**config.mk**
```make
export PLATFORM = sky130hd
export DESIGN_NAME = srr_responder
export DESIGN_NICKNAME = d
export VERILOG_FILES = /design/src/rtl/srr_pkg.sv /design/src/rtl/srr_phase.sv /design/src/rtl/srr_capture.sv /design/src/rtl/srr_store.sv /design/src/rtl/srr_responder.sv
export SDC_FILE = /design/constraint.sdc
export NUM_CORES = 1
export LEC_CHECK = 0
export BUFFER_PORTS_ARGS = -buffer_cell sky130_fd_sc_hd__buf_2
export CAP_MARGIN = 20
export CORE_AREA = 2 2 262 238
export CTS_CLUSTER_DIAMETER = 40
export CTS_CLUSTER_SIZE = 16
export DETAILED_ROUTE_END_ITERATION = 16
export DIE_AREA = 0 0 264 240
export HOLD_SLACK_MARGIN = 0.12
export PLACE_DENSITY = 0.71
export SKIP_CTS_REPAIR_TIMING = 1
export SLEW_MARGIN = 40
export SYNTH_ARGS = -nofsm -noshare
export SYNTH_HDL_FRONTEND = slang
export SYNTH_SLANG_ARGS = --single-unit
```
**constraint.sdc**
```tcl
create_clock -name clk -period 7.7 [get_ports clk]
set_input_delay 0.77 -clock clk [delete_from_list [all_inputs] [get_ports clk]]
set_output_delay 0.77 -clock clk [all_outputs]
set_load 0.01 [all_outputs]
```
**src/rtl/srr_pkg.sv**
```systemverilog
package srr_pkg;
  localparam int BUS_ADDR_W = 16;
  localparam int BUS_WORD_W = 10;
  localparam int PH_W       = 6;

  typedef logic [PH_W-1:0] phase_t;

  // Phase windows on the shared line
  localparam phase_t LAST_PH    = 6'd55;
  localparam phase_t ADDR_LO    = 6'd16;
  localparam phase_t ADDR_HI    = ADDR_LO + phase_t'(BUS_ADDR_W - 1);
  localparam phase_t RET_LO     = 6'd46;
  localparam phase_t RET_HI     = RET_LO + phase_t'(BUS_WORD_W - 1);
  // Store access points: normal read, or write then deferred read
  localparam phase_t RD_PH      = 6'd32;
  localparam phase_t RD_LATE_PH = 6'd34;
endpackage

```
**src/rtl/srr_phase.sv**
```systemverilog
module srr_phase
  import srr_pkg::*;
(
  input  logic   clk,
  input  logic   rst_n,
  input  logic   sync_i,
  output phase_t ph_o,
  output phase_t eff_o
);
  logic   sync_d;
  logic   fall;
  phase_t ph_q, ph_d;

  assign fall  = sync_d & ~sync_i;
  // The bit being sampled on a SYNC fall is phase 0 by definition
  assign eff_o = fall ? '0 : ph_q;
  assign ph_o  = ph_q;

  always_comb begin
    if (fall)                 ph_d = 6'd1;
    else if (eff_o == LAST_PH) ph_d = '0;
    else                       ph_d = eff_o + 6'd1;
  end

  always_ff @(posedge clk or negedge rst_n) begin
    if (!rst_n) begin
      ph_q   <= '0;
      sync_d <= 1'b0;
    end else begin
      ph_q   <= ph_d;
      sync_d <= sync_i;
    end
  end
endmodule

```
**src/rtl/srr_capture.sv**
```systemverilog
module srr_capture
  import srr_pkg::*;
#(
  parameter logic [BUS_WORD_W-1:0] FD_OP = 10'h330
) (
  input  logic                  clk,
  input  logic                  rst_n,
  input  logic                  sync_i,
  input  logic                  isa_i,
  input  phase_t                eff_i,
  output logic [BUS_ADDR_W-1:0] addr_o,
  output logic                  fd_o
);
  logic [BUS_ADDR_W-1:0] addr_q, addr_d;
  logic [BUS_WORD_W-1:0] op_q, op_d;
  logic                  fd_q, fd_d;
  logic                  addr_en, op_en, op_last;

  assign addr_en = (eff_i >= ADDR_LO) && (eff_i <= ADDR_HI);
  assign op_en   = (eff_i >= RET_LO) && (eff_i <= RET_HI);
  assign op_last = (eff_i == RET_HI);

  always_comb begin
    addr_d = addr_q;
    op_d   = op_q;
    fd_d   = fd_q;
    if (addr_en) addr_d = {isa_i, addr_q[BUS_ADDR_W-1:1]};
    if (op_en)   op_d   = {isa_i, op_q[BUS_WORD_W-1:1]};
    // Snooped word decides whether the coming cycle carries data
    if (op_last) fd_d   = sync_i && (op_d == FD_OP);
  end

  always_ff @(posedge clk or negedge rst_n) begin
    if (!rst_n) begin
      addr_q <= '0;
      op_q   <= '0;
      fd_q   <= 1'b0;
    end else begin
      if (addr_en) addr_q <= addr_d;
      if (op_en)   op_q   <= op_d;
      if (op_last) fd_q   <= fd_d;
    end
  end

  assign addr_o = addr_q;
  assign fd_o   = fd_q;
endmodule

```
**src/rtl/srr_store.sv**
```systemverilog
module srr_store
  import srr_pkg::*;
#(
  parameter int                 OFS_W = 6,
  parameter logic [3:0]         PAGE  = 4'hB,
  parameter logic [OFS_W-1:0]   IO_LO = 6'h38,
  parameter logic [OFS_W-1:0]   IO_HI = 6'h3F
) (
  input  logic                  clk,
  input  logic                  rst_n,
  input  phase_t                eff_i,
  input  logic [BUS_ADDR_W-1:0] addr_i,
  input  logic                  fd_i,
  input  logic                  wr_en_i,
  input  logic [OFS_W-1:0]      wr_ofs_i,
  input  logic [BUS_WORD_W-1:0] wr_word_i,
  output logic [BUS_WORD_W-1:0] word_o,
  output logic                  hit_o,
  output logic                  wr_fire_o,
  output logic                  rd_fire_o
);
  localparam int DEPTH = 1 << OFS_W;

  logic [BUS_WORD_W-1:0] mem [DEPTH];
  logic [BUS_WORD_W-1:0] word_q, word_d, rd_val;
  logic                  hit_q, hit_d;
  logic                  pend_q, pend_d;
  logic [OFS_W-1:0]      ofs;
  logic                  in_io, sel;
  logic                  addr_unused;

  assign ofs         = addr_i[OFS_W-1:0];
  assign addr_unused = ^addr_i[BUS_ADDR_W-5:OFS_W];
  assign sel         = (addr_i[BUS_ADDR_W-1:BUS_ADDR_W-4] == PAGE);
  assign in_io       = (ofs >= IO_LO) && (ofs <= IO_HI);

  // One port: a write claims phase 32, the read slips to phase 34
  assign wr_fire_o = (eff_i == RD_PH) && wr_en_i;
  assign rd_fire_o = ((eff_i == RD_PH) && !wr_en_i) ||
                     ((eff_i == RD_LATE_PH) && pend_q);

  always_comb begin
    rd_val = (in_io && !fd_i) ? '0 : mem[ofs];
    word_d = word_q;
    hit_d  = hit_q;
    pend_d = pend_q;
    if (wr_fire_o) pend_d = 1'b1;
    if (rd_fire_o) begin
      word_d = rd_val;
      hit_d  = sel;
      pend_d = 1'b0;
    end
  end

  always_ff @(posedge clk or negedge rst_n) begin
    if (!rst_n) begin
      word_q <= '0;
      hit_q  <= 1'b0;
      pend_q <= 1'b0;
    end else begin
      word_q <= word_d;
      hit_q  <= hit_d;
      pend_q <= pend_d;
    end
  end

  always_ff @(posedge clk) begin
    if (wr_fire_o) mem[wr_ofs_i] <= wr_word_i;
  end

  assign word_o = word_q;
  assign hit_o  = hit_q;
endmodule

```
**src/rtl/srr_responder.sv**
```systemverilog
module srr_responder
  import srr_pkg::*;
#(
  parameter int                      OFS_W = 6,
  parameter logic [3:0]              PAGE  = 4'hB,
  parameter logic [OFS_W-1:0]        IO_LO = 6'h38,
  parameter logic [OFS_W-1:0]        IO_HI = 6'h3F,
  parameter logic [BUS_WORD_W-1:0]   FD_OP = 10'h330
) (
  input  logic                  clk,
  input  logic                  rst_n,
  input  logic                  sync_i,
  input  logic                  isa_i,
  input  logic                  wr_en_i,
  input  logic [OFS_W-1:0]      wr_ofs_i,
  input  logic [BUS_WORD_W-1:0] wr_word_i,
  output logic                  isa_o,
  output logic                  isa_oe_o
);
  phase_t                ph_q, eff;
  logic [BUS_ADDR_W-1:0] addr;
  logic                  fd_q;
  logic [BUS_WORD_W-1:0] word_q;
  logic                  hit_q;
  logic                  wr_fire, rd_fire;
  logic [3:0]            bsel;
  logic                  in_ret;

  srr_phase u_phase (
    .clk    (clk),
    .rst_n  (rst_n),
    .sync_i (sync_i),
    .ph_o   (ph_q),
    .eff_o  (eff)
  );

  srr_capture #(.FD_OP(FD_OP)) u_capture (
    .clk    (clk),
    .rst_n  (rst_n),
    .sync_i (sync_i),
    .isa_i  (isa_i),
    .eff_i  (eff),
    .addr_o (addr),
    .fd_o   (fd_q)
  );

  srr_store #(
    .OFS_W (OFS_W),
    .PAGE  (PAGE),
    .IO_LO (IO_LO),
    .IO_HI (IO_HI)
  ) u_store (
    .clk       (clk),
    .rst_n     (rst_n),
    .eff_i     (eff),
    .addr_i    (addr),
    .fd_i      (fd_q),
    .wr_en_i   (wr_en_i),
    .wr_ofs_i  (wr_ofs_i),
    .wr_word_i (wr_word_i),
    .word_o    (word_q),
    .hit_o     (hit_q),
    .wr_fire_o (wr_fire),
    .rd_fire_o (rd_fire)
  );

  // Output depends on registered state only, never on the line itself
  assign in_ret   = (ph_q >= RET_LO) && (ph_q <= RET_HI);
  assign bsel     = 4'(ph_q - RET_LO);
  assign isa_oe_o = hit_q && in_ret;
  assign isa_o    = isa_oe_o && word_q[bsel];
endmodule

```
* Word-level counts from Yosys, hierarchy flattened
Memories as Yosys holds them, arrays and structs flattened.
Index checks and enable logic that the tools add are counted.
** Storage, ports and cells
- Register bits :: 46
- RAM bits :: 640
- Bits of input ports :: 21
- Output and inout port bits :: 2
- Logic and storage cells :: 53
- Memories :: 1
** Memory list
- u_store.mem :: words 64, bits a word 10, rd ports 1, clocked after Yosys merged registers in 0, wr ports 1, line srr_store.sv:24 : logic [BUS_WORD_W-1:0] mem [DEPTH];
** Operators by class
- Add/sub/neg operators :: 2
- $lt $le $gt $ge :: 9
- Eq/ne operators :: 5
- Mux-type cells :: 11
- Bitwise logic cells :: 2
- Reduce and logical (&&, ||, !) cells :: 15
** Operators with widths (number)
- two-way mux 10 bit :: 2
- == test 6 bit (second input constant) :: 3
- >= comparator 6 bit (second input constant) :: 3
- <= comparator 6 bit (second input constant) :: 3
- two-way mux 6 bit :: 3
- logical AND 1 bit :: 11
- == test 10 bit (second input constant) :: 1
- adder 6 x 1 -> 6 bit (second input constant) :: 1
- >= comparator 6 x 5 -> 1 bit (second input constant) :: 1
- <= comparator 6 x 5 -> 1 bit (second input constant) :: 1
- < comparator 4 x 5 -> 1 bit (second input constant) :: 1
- two-way mux 1 bit :: 5
- binary-select mux 1 bit (select 4 bit) :: 1
- == test 4 bit (second input constant) :: 1
- subtractor 4 bit (second input constant) :: 1
- zero test 1 bit :: 2
- nonzero test 2 bit :: 1
- AND 1 bit :: 1
- logical OR 1 bit :: 1
- inverter 1 bit :: 1

* Longest topological paths before layout
Gate-level depths: netlist (run 1).
- Word-level depth :: 8
- Mapped depth :: 10
- Gate-level depth less buffers :: 9

* Hierarchy
A second synthesis (run 1) with hierarchy kept.
** Unflattened totals
- Cells, all modules :: 1322
- Area, all modules :: 26914.6 µm²
** By module, submodules not included
- srr_store :: times used 1, cells an instance 1199, area an instance 25239.2 µm², seq. area each 19518.7 µm²
- srr_capture :: times used 1, cells an instance 71, area an instance 1133.6 µm², seq. area each 675.6 µm²
- srr_phase :: times used 1, cells an instance 36, area an instance 401.6 µm², seq. area each 175.2 µm²
- srr_responder :: times used 1, cells an instance 16, area an instance 140.1 µm², seq. area each 0.0 µm²

* Worst setup path after synthesis (run 1)
OpenSTA, ideal clock, no wires.
- Path kind :: input-to-reg
- From :: input port sync_i
- To :: memory u_store.mem[31][0] (enable)
- Setup time :: 376 ps
- Arrival :: 2612 ps
- Required time :: 7324 ps
- Path slack :: 4712 ps
- Stages :: 9
- Buffers on the path :: 1
- Cell sequence :: nand2b_1 > buf_2 > and2_1 > inv_1 > ha_1 > nand4_1 > nor3_1 > nand3_1 > nor2_1
** Between the ends
- Word-level cells in the longest chain between the ends :: 7
** RTL lines
- from (decl) :: line srr_responder.sv:12 : input logic sync_i,
- inverter 1 bit :: line srr_phase.sv:14 : assign fall = sync_d & ~sync_i;
- AND 1 bit :: line srr_phase.sv:14
- two-way mux 6 bit :: line srr_phase.sv:16 : assign eff_o = fall ? '0 : ph_q;
- == test 6 bit :: line srr_store.sv:38 : assign wr_fire_o = (eff_i == RD_PH) && wr_en_i;
- logical AND 1 bit :: line srr_store.sv:38
- two-way mux 1 bit :: line srr_store.sv:68 : if (wr_fire_o) mem[wr_ofs_i] <= wr_word_i;
- two-way mux 1 bit (implied by the code) :: line srr_store.sv:68
- to (decl) :: line srr_store.sv:24
No other way between the ends.

* Worst setup path after layout (run 1)
- From :: input port sync_i
- To :: memory u_store.mem[24][3] (enable)
The elaborated chain is that of the path after synthesis.

==> results_dict.tcl, run 1 <==
set metrics [dict create \
    viasPerCell 6.236 \
    clk_latency_ns 0.62 \
    dpl.hpwl_um 37700 \
    coreArea_um2 60690 \
    dr.pass1.iters 6 \
    drc 0 \
    met2_usage_pct 30.54 \
    cp.arrival_ns 4.07 \
    cts.clk_slew.worst_paths_ns 0.07 \
    yosys_warnings 0 \
    vdd_ir_drop_max_mv 0.1326 \
    dpl.cell_count 2116 \
    setup_violations 0 \
    root_buffer "clkbuf_16" \
    path_cells "buf_2, nand2b_1, and2_1, inv_1, ha_1, nand4_1, nor3_1, nand2_1, nor2_1" \
    cp_max_fo 10 \
    fin_cells 2239 \
    clk_path_buf_depth 3 \
    powerDensity_nw_per_um2 253.0 \
    gr-usage-all-layers_pct 20.51 \
    die_x_um 264 \
    cts.sinks 685 \
    rsz0062_at_grt "no" \
    ant_nets 0 \
    path_class "in2reg" \
    min_period_over_period_pct 49.73 \
    hold_path_class "in2async" \
    path_depth 9 \
    period_minus_slack_ns 3.829 \
    grt_start_max_net_pins 67 \
    die_y_um 240 \
    finClkSkew_ns 0.02389 \
    end_kind "register" \
    via_count 13962 \
    initial_core_util_pct 44.50 \
    grt-ovfl-total 0 \
    dieArea_um2 63360 \
    fmax_ghz 0.2612 \
    routedWlPerCell_um 28.89 \
    worstPathRequired_ns 7.94 \
    synth-edff-count 640 \
    numCtsBuffers 69 \
    relSlewSlack_pct 42.48 \
    syn-num-nets 1383 \
    layout-drive-gt1-share_pct 26.33 \
    htreeDepth 3 \
    tightest_slew_ns 0.8628 \
    maxCapViolations 0 \
    crit_buf_inv 2 \
    reg2reg_from "u_phase.sync_d" \
    synth_area_per_cell_um2 19.89 \
    busiest_layer "met2" \
    antenna_found_initial 0 \
    gp_congestion 0.9078 \
    status "completed" \
    cellLeakagePower_nw 9.273 \
    routed_wirelength_um 64690 \
    synthCells 1358 \
    rr_worst_depth 8 \
    final_core_util_pct 50.05 \
    synth-main-ff-cell "edfxtp_1" \
    hold_viol 0 \
    slew_viol_final 0 \
    grt_util_met1_pct 29.70 \
    drt_iter0_drc 1982 \
    use_met3_pct 4.916 \
    antenna_cells 0 \
    first_global_vias 13643 \
    synth_area_um2 27010 \
    synth_seq_area_share_pct 75.33 \
    nets 1421 \
    worstSetupStartpointType "input pin" \
    row_count 86 \
    fin_setup_tns_ns 0 \
    synthArstFlopShare_pct 6.569 \
    synthDistinctLibCells 64 \
    area_delta_synth_final_pct 12.46 \
    slowest_stage "nor2_1" \
    cp_top_family "simple AND/OR/NAND/NOR gates" \
    max_stage_delay_ns 0.85 \
    ioPinCount 23 \
    grt_pass1_wl_um 94210 \
    io_buffers 22 \
    ys_seq_elements 685 \
    cts_tree "yes" \
    r2r_slack_ns 3.90 \
    startpoint "sync_i" \
]
==> metrics by stage <==
step / hold WS (ns) / total power, W / worst slack, ns / area [um^2]
CTS: 0.2622 / 0.007715 / 4.011 / 30210
detailed placement: 0.4751 / 0.004317 / 3.377 / 27870
floorplan: 0.4380 / 0.004213 / 4.712 / 27010
global route: 0.2923 / 0.007872 / 3.636 / 30370
global placement: 0.4635 / 0.004309 / 3.545 / 27770
finish: 0.2666 / 0.007685 / 3.871 / 30370
==> synth_stat cells (4+ instances only) <==
cell       instances  share of area [%]
a2111oi_0          4               0.13
a211o_1            9               0.29
a211oi_1           9               0.25
a21oi_1           11               0.20
a22o_1             5               0.16
a22oi_1           14               0.39
and2_1             6               0.14
buf_1              4              0.056
buf_2             27               0.50
buf_4              8               0.22
buf_6              8               0.33
clkbuf_1          18               0.25
dfrtp_1           45                4.2
edfxtp_1         640                 71
ha_1               4               0.19
inv_1              7              0.097
mux2_2            50                2.1
mux2i_1           78                2.9
mux4_1             5               0.49
mux4_2           120                 10
nand2_1           51               0.71
nand3_1           11               0.20
nand3b_1           7               0.19
nand4_1            5               0.12
nor2_1            92                1.3
nor2b_1           13               0.30
nor3_1             5              0.093
o2111ai_1         11               0.36
o211ai_1           5               0.14
o21ai_0           12               0.22
o221ai_1           4               0.13
o22a_1             4               0.13
o22ai_1           15               0.35
o31ai_1            6               0.17
==> report_power, final <==
part / switching (W) / internal (W)
sequential: 0.0000205 / 0.00408
combinational: 0.000109 / 0.0000343
clock: 0.00147 / 0.00198
total: 0.00160 / 0.00609
==> logic make-up (layout without fill, tap and decap cells) <==
family | count (synthesis) | after routing | synth area share [%]
xor gates and xnor gates | 3 | 3 | 0.09731
adders and majority gates | 4 | 4 | 0.1853
and+or+nand+nor | 211 | 211 | 3.669
DFF | 685 | 685 | 75.33
AOI/OAI and AO/OA | 124 | 124 | 3.396
muxes | 253 | 253 | 15.47
buffers and inverters | 78 | 167 | 1.849
==> area by class of cell <==
cell class	count	area (um^2)
Clock buffer	79	1828
Clock inverter	43	516.7
Fill cell	4816	30320
Inverter	7	26.28
Multi-Input combinational cell	595	6301
Sequential cell	685	20350
Tap cell	792	991.0
Timing Repair Buffer	38	354.1
==> routing by layer <==
metal	up-vias	wire length, um
met2	878	29070
li1	5634	-
met5	-	0
met3	141	6465
met1	7309	27050
met4	0	2110
==> cells in the final DEF, fill, tap and decap left out, drive strengths merged, types with 3 or more instances in the layout <==
cell type and n:
a22oi 15, nor3b 3, nand3b 7, a211oi 9, mux2 50, ha 4
clkinv 21, nor2b 13, o31ai 6, clkinvlp 7, edfxtp 640, mux4 125
clkbuf 79, o211ai 5, nor2 93, o2111ai 11, bufinv 7, inv 15
buf 38, xnor2 3, a2111oi 4, nand2b 3, dfrtp 45, a211o 9
nand4 5, nand2 51, o22a 4, mux2i 78, and3 3, a22o 5
o21ai 13, o221ai 4, o22ai 15, a21oi 11, and2 6, nand3 11
nor3 6
==> state kept, by name, indices dropped and copies added (netlist names) <==
signal / flops
u_capture.addr_o: 16
u_capture.fd_o: 1
u_capture.op_q: 9
u_phase.ph_o: 6
u_phase.sync_d: 1
u_store.hit_o: 1
u_store.mem: 640
u_store.pend_q: 1
u_store.word_o: 10
==> final timing paths <==
path,to
worst max-delay path,u_store.mem[24][3]
worst min-delay path,u_capture.addr_o[0]
worst max register to register,u_store.mem[24][3]
worst min register to register,u_store.word_o[5]
max in group asynchronous,u_capture.addr_o[1]
min in group clk,u_phase.sync_d
No activity file was read; power rests on OpenSTA's default activity.
==> inputs of run 2 (changes only) <==
clock period = 3.58 ns   (was 7.7 ns; I/O delays follow)
==> run 2 against run 1 <==
  * Hold slack lost 0.14 ns
  * Flip-flop and latch count is the same
  * Non-clock buffer count grew 102
  * Sequential share of layout area shrank 1.5 points
  * Cell count grew 5.0%
  * Final area grew 2.3%
  * Power grew 120%
  * Global-route usage shrank 0.42 points
  * Combinational power grew 100%
  * Utilization grew 1.1 points
  * Clock skew grew 0.0091 ns
  * Count of clock-buffer cells in the layout grew 9
  * Critical path type is now reg2reg
==> results_dict.tcl, run 2 (synthesis gave the netlist of run 1 again) <==
set metrics [dict create \
    antenna_found_initial 3 \
    via_count 13934 \
    viasPerCell 5.927 \
    setup_slack_ns 0.2000 \
    dr.pass1.iters 5 \
    grt_pass1_wl_um 92880 \
    fin_area_um2 31060 \
    dpl.hpwl_um 38470 \
    status "completed" \
    powerDensity_nw_per_um2 535.0 \
    worstSetupStartpointType "register" \
    ant_nets 0 \
    ioPinCount 23 \
    largest_register_ffs 640 \
    cp.arrival_ns 3.67 \
    fmax_ghz 0.2959 \
    seq_area_um2 20350 \
    clk_path_buf_depth 3 \
    htreeDepth 3 \
    finClkSkew_ns 0.03301 \
    r2r_slack_ns 0.20 \
    initial_core_util_pct 44.50 \
    startpoint "u_phase.sync_d" \
    cts.clk_slew.worst_paths_ns 0.06 \
    route.met3.wl_um 6485 \
    grt-ovfl-total 0 \
    rsz0062_at_grt "no" \
    final_cell_mix "edfxtp_1, mux4_2, buf_4" \
    setup_violations 0 \
    fin_setup_tns_ns 0 \
    nFillCells 4785 \
    drt_iter0_drc 1540 \
    slew_viol_final 0 \
    r2r-end "u_store.mem[36][8]" \
    wl_met1_um 25760 \
    gr-usage-all-layers_pct 20.09 \
    cellLeakagePower_nw 9.856 \
    first_global_vias 14105 \
    io_buffers 22 \
    final_common_cell "edfxtp_1" \
    path_cells "nand2b_1, and2_1, inv_1, ha_1, nand4_1, nor3_1, nand2_1, nor2_1, buf_4" \
    dieArea_um2 63360 \
    regMostFlops "u_store.mem" \
    path_class "reg2reg" \
    period_minus_slack_ns 3.380 \
    rr_worst_depth 9 \
    nets 1526 \
    end_kind "register" \
    dpl-instance-area_um2 28600 \
    layout-drive-gt1-share_pct 27.98 \
    root_buffer "clkbuf_16" \
    worstPathRequired_ns 3.87 \
    area_delta_synth_final_pct 15.03 \
    wl_met2_um 28450 \
    tightest_slew_ns 0.7691 \
    finalPower_w 0.01662 \
    cts.sinks 685 \
    critPathCapture "u_store.mem[36][8]" \
    dp_slack_ns 0.1802 \
    hold_viol 0 \
    multiInputGateArea_um2 6170 \
    die_y_um 240 \
    drc 0 \
    numCtsBuffers 72 \
    gp_congestion 0.9054 \
    top_layer "met5" \
    routedWlPerCell_um 26.67 \
    min_period_over_period_pct 94.41 \
    maxCapViolations 0 \
    cts_tree "yes" \
    coreArea_um2 60690 \
    die_x_um 264 \
    cp_max_fo 10 \
    holdWs_ns 0.1225 \
    hold_path_class "in2reg" \
    vdd_ir_drop_max_mv 0.3291 \
    slowest_stage "nand2_1" \
    clk_latency_ns 0.62 \
    routed_wirelength_um 62690 \
    max_stage_delay_ns 0.58 \
    grt_start_max_net_pins 65 \
    relSlewSlack_pct 47.40 \
    row_count 86 \
    reg2reg_from "u_phase.sync_d" \
]
-- run 2: stage by stage --
stage	std cells	utilization [%]
CTS	2347	51.12
finish	2351	51.19
global placement	2216	47.10
global route	2351	51.19
floorplan	1358	-
detailed placement	2216	47.13
-- run 2: layer usage --
metal / vias up / GRT usage (%)
li1: 5851 / -
met1: 7203 / 27.85
met2: 756 / 30.16
met3: 118 / 6.166
met4: 6 / 7.180
met5: - / 0.6950
-- run 2: final cells by class --
cell class | instances | area share [%]
Antenna cell | 1 | 0.008055
Clock buffer | 88 | 6.328
Clock inverter | 43 | 1.470
Inverter | 7 | 0.08458
Multi-Input combinational cell | 595 | 19.86
Sequential cell | 685 | 65.52
Tap cell | 792 | 3.190
Timing Repair Buffer | 140 | 3.536
-- run 2: power by group --
part / internal [W] / switching, W / total [W]
logic: 0.0000733 / 0.000215 / 0.000288
registers: 0.00877 / 0.0000417 / 0.00881
clock network: 0.00431 / 0.00321 / 0.00753
total: 0.0132 / 0.00347 / 0.0166
-- run 2: worst max-delay path: cells and delay by family (launching register included) --
family / cells / cell delay, ns
and+or+nand+nor: 6 / 2.20
DFF: 1 / 0.35
adders and majority gates: 1 / 0.18
buffers and inverters: 2 / 0.33
-- run 2: worst min-delay path by stage --
stage                           end  cells after the start         startpoint  slack, ns
2_1_floorplan   u_capture.addr_o[0]                      0              rst_n       0.06
3_3_place_gp      u_store.word_o[9]                      2  u_store.word_o[9]       0.46
3_5_place_dp   u_capture.addr_o[10]                      1              rst_n       0.41
4_1_cts           u_store.word_o[5]                      1              rst_n      -0.24
5_1_grt             u_phase.ph_o[5]                      3             sync_i       0.13
6_report            u_phase.ph_o[2]                      3             sync_i       0.12
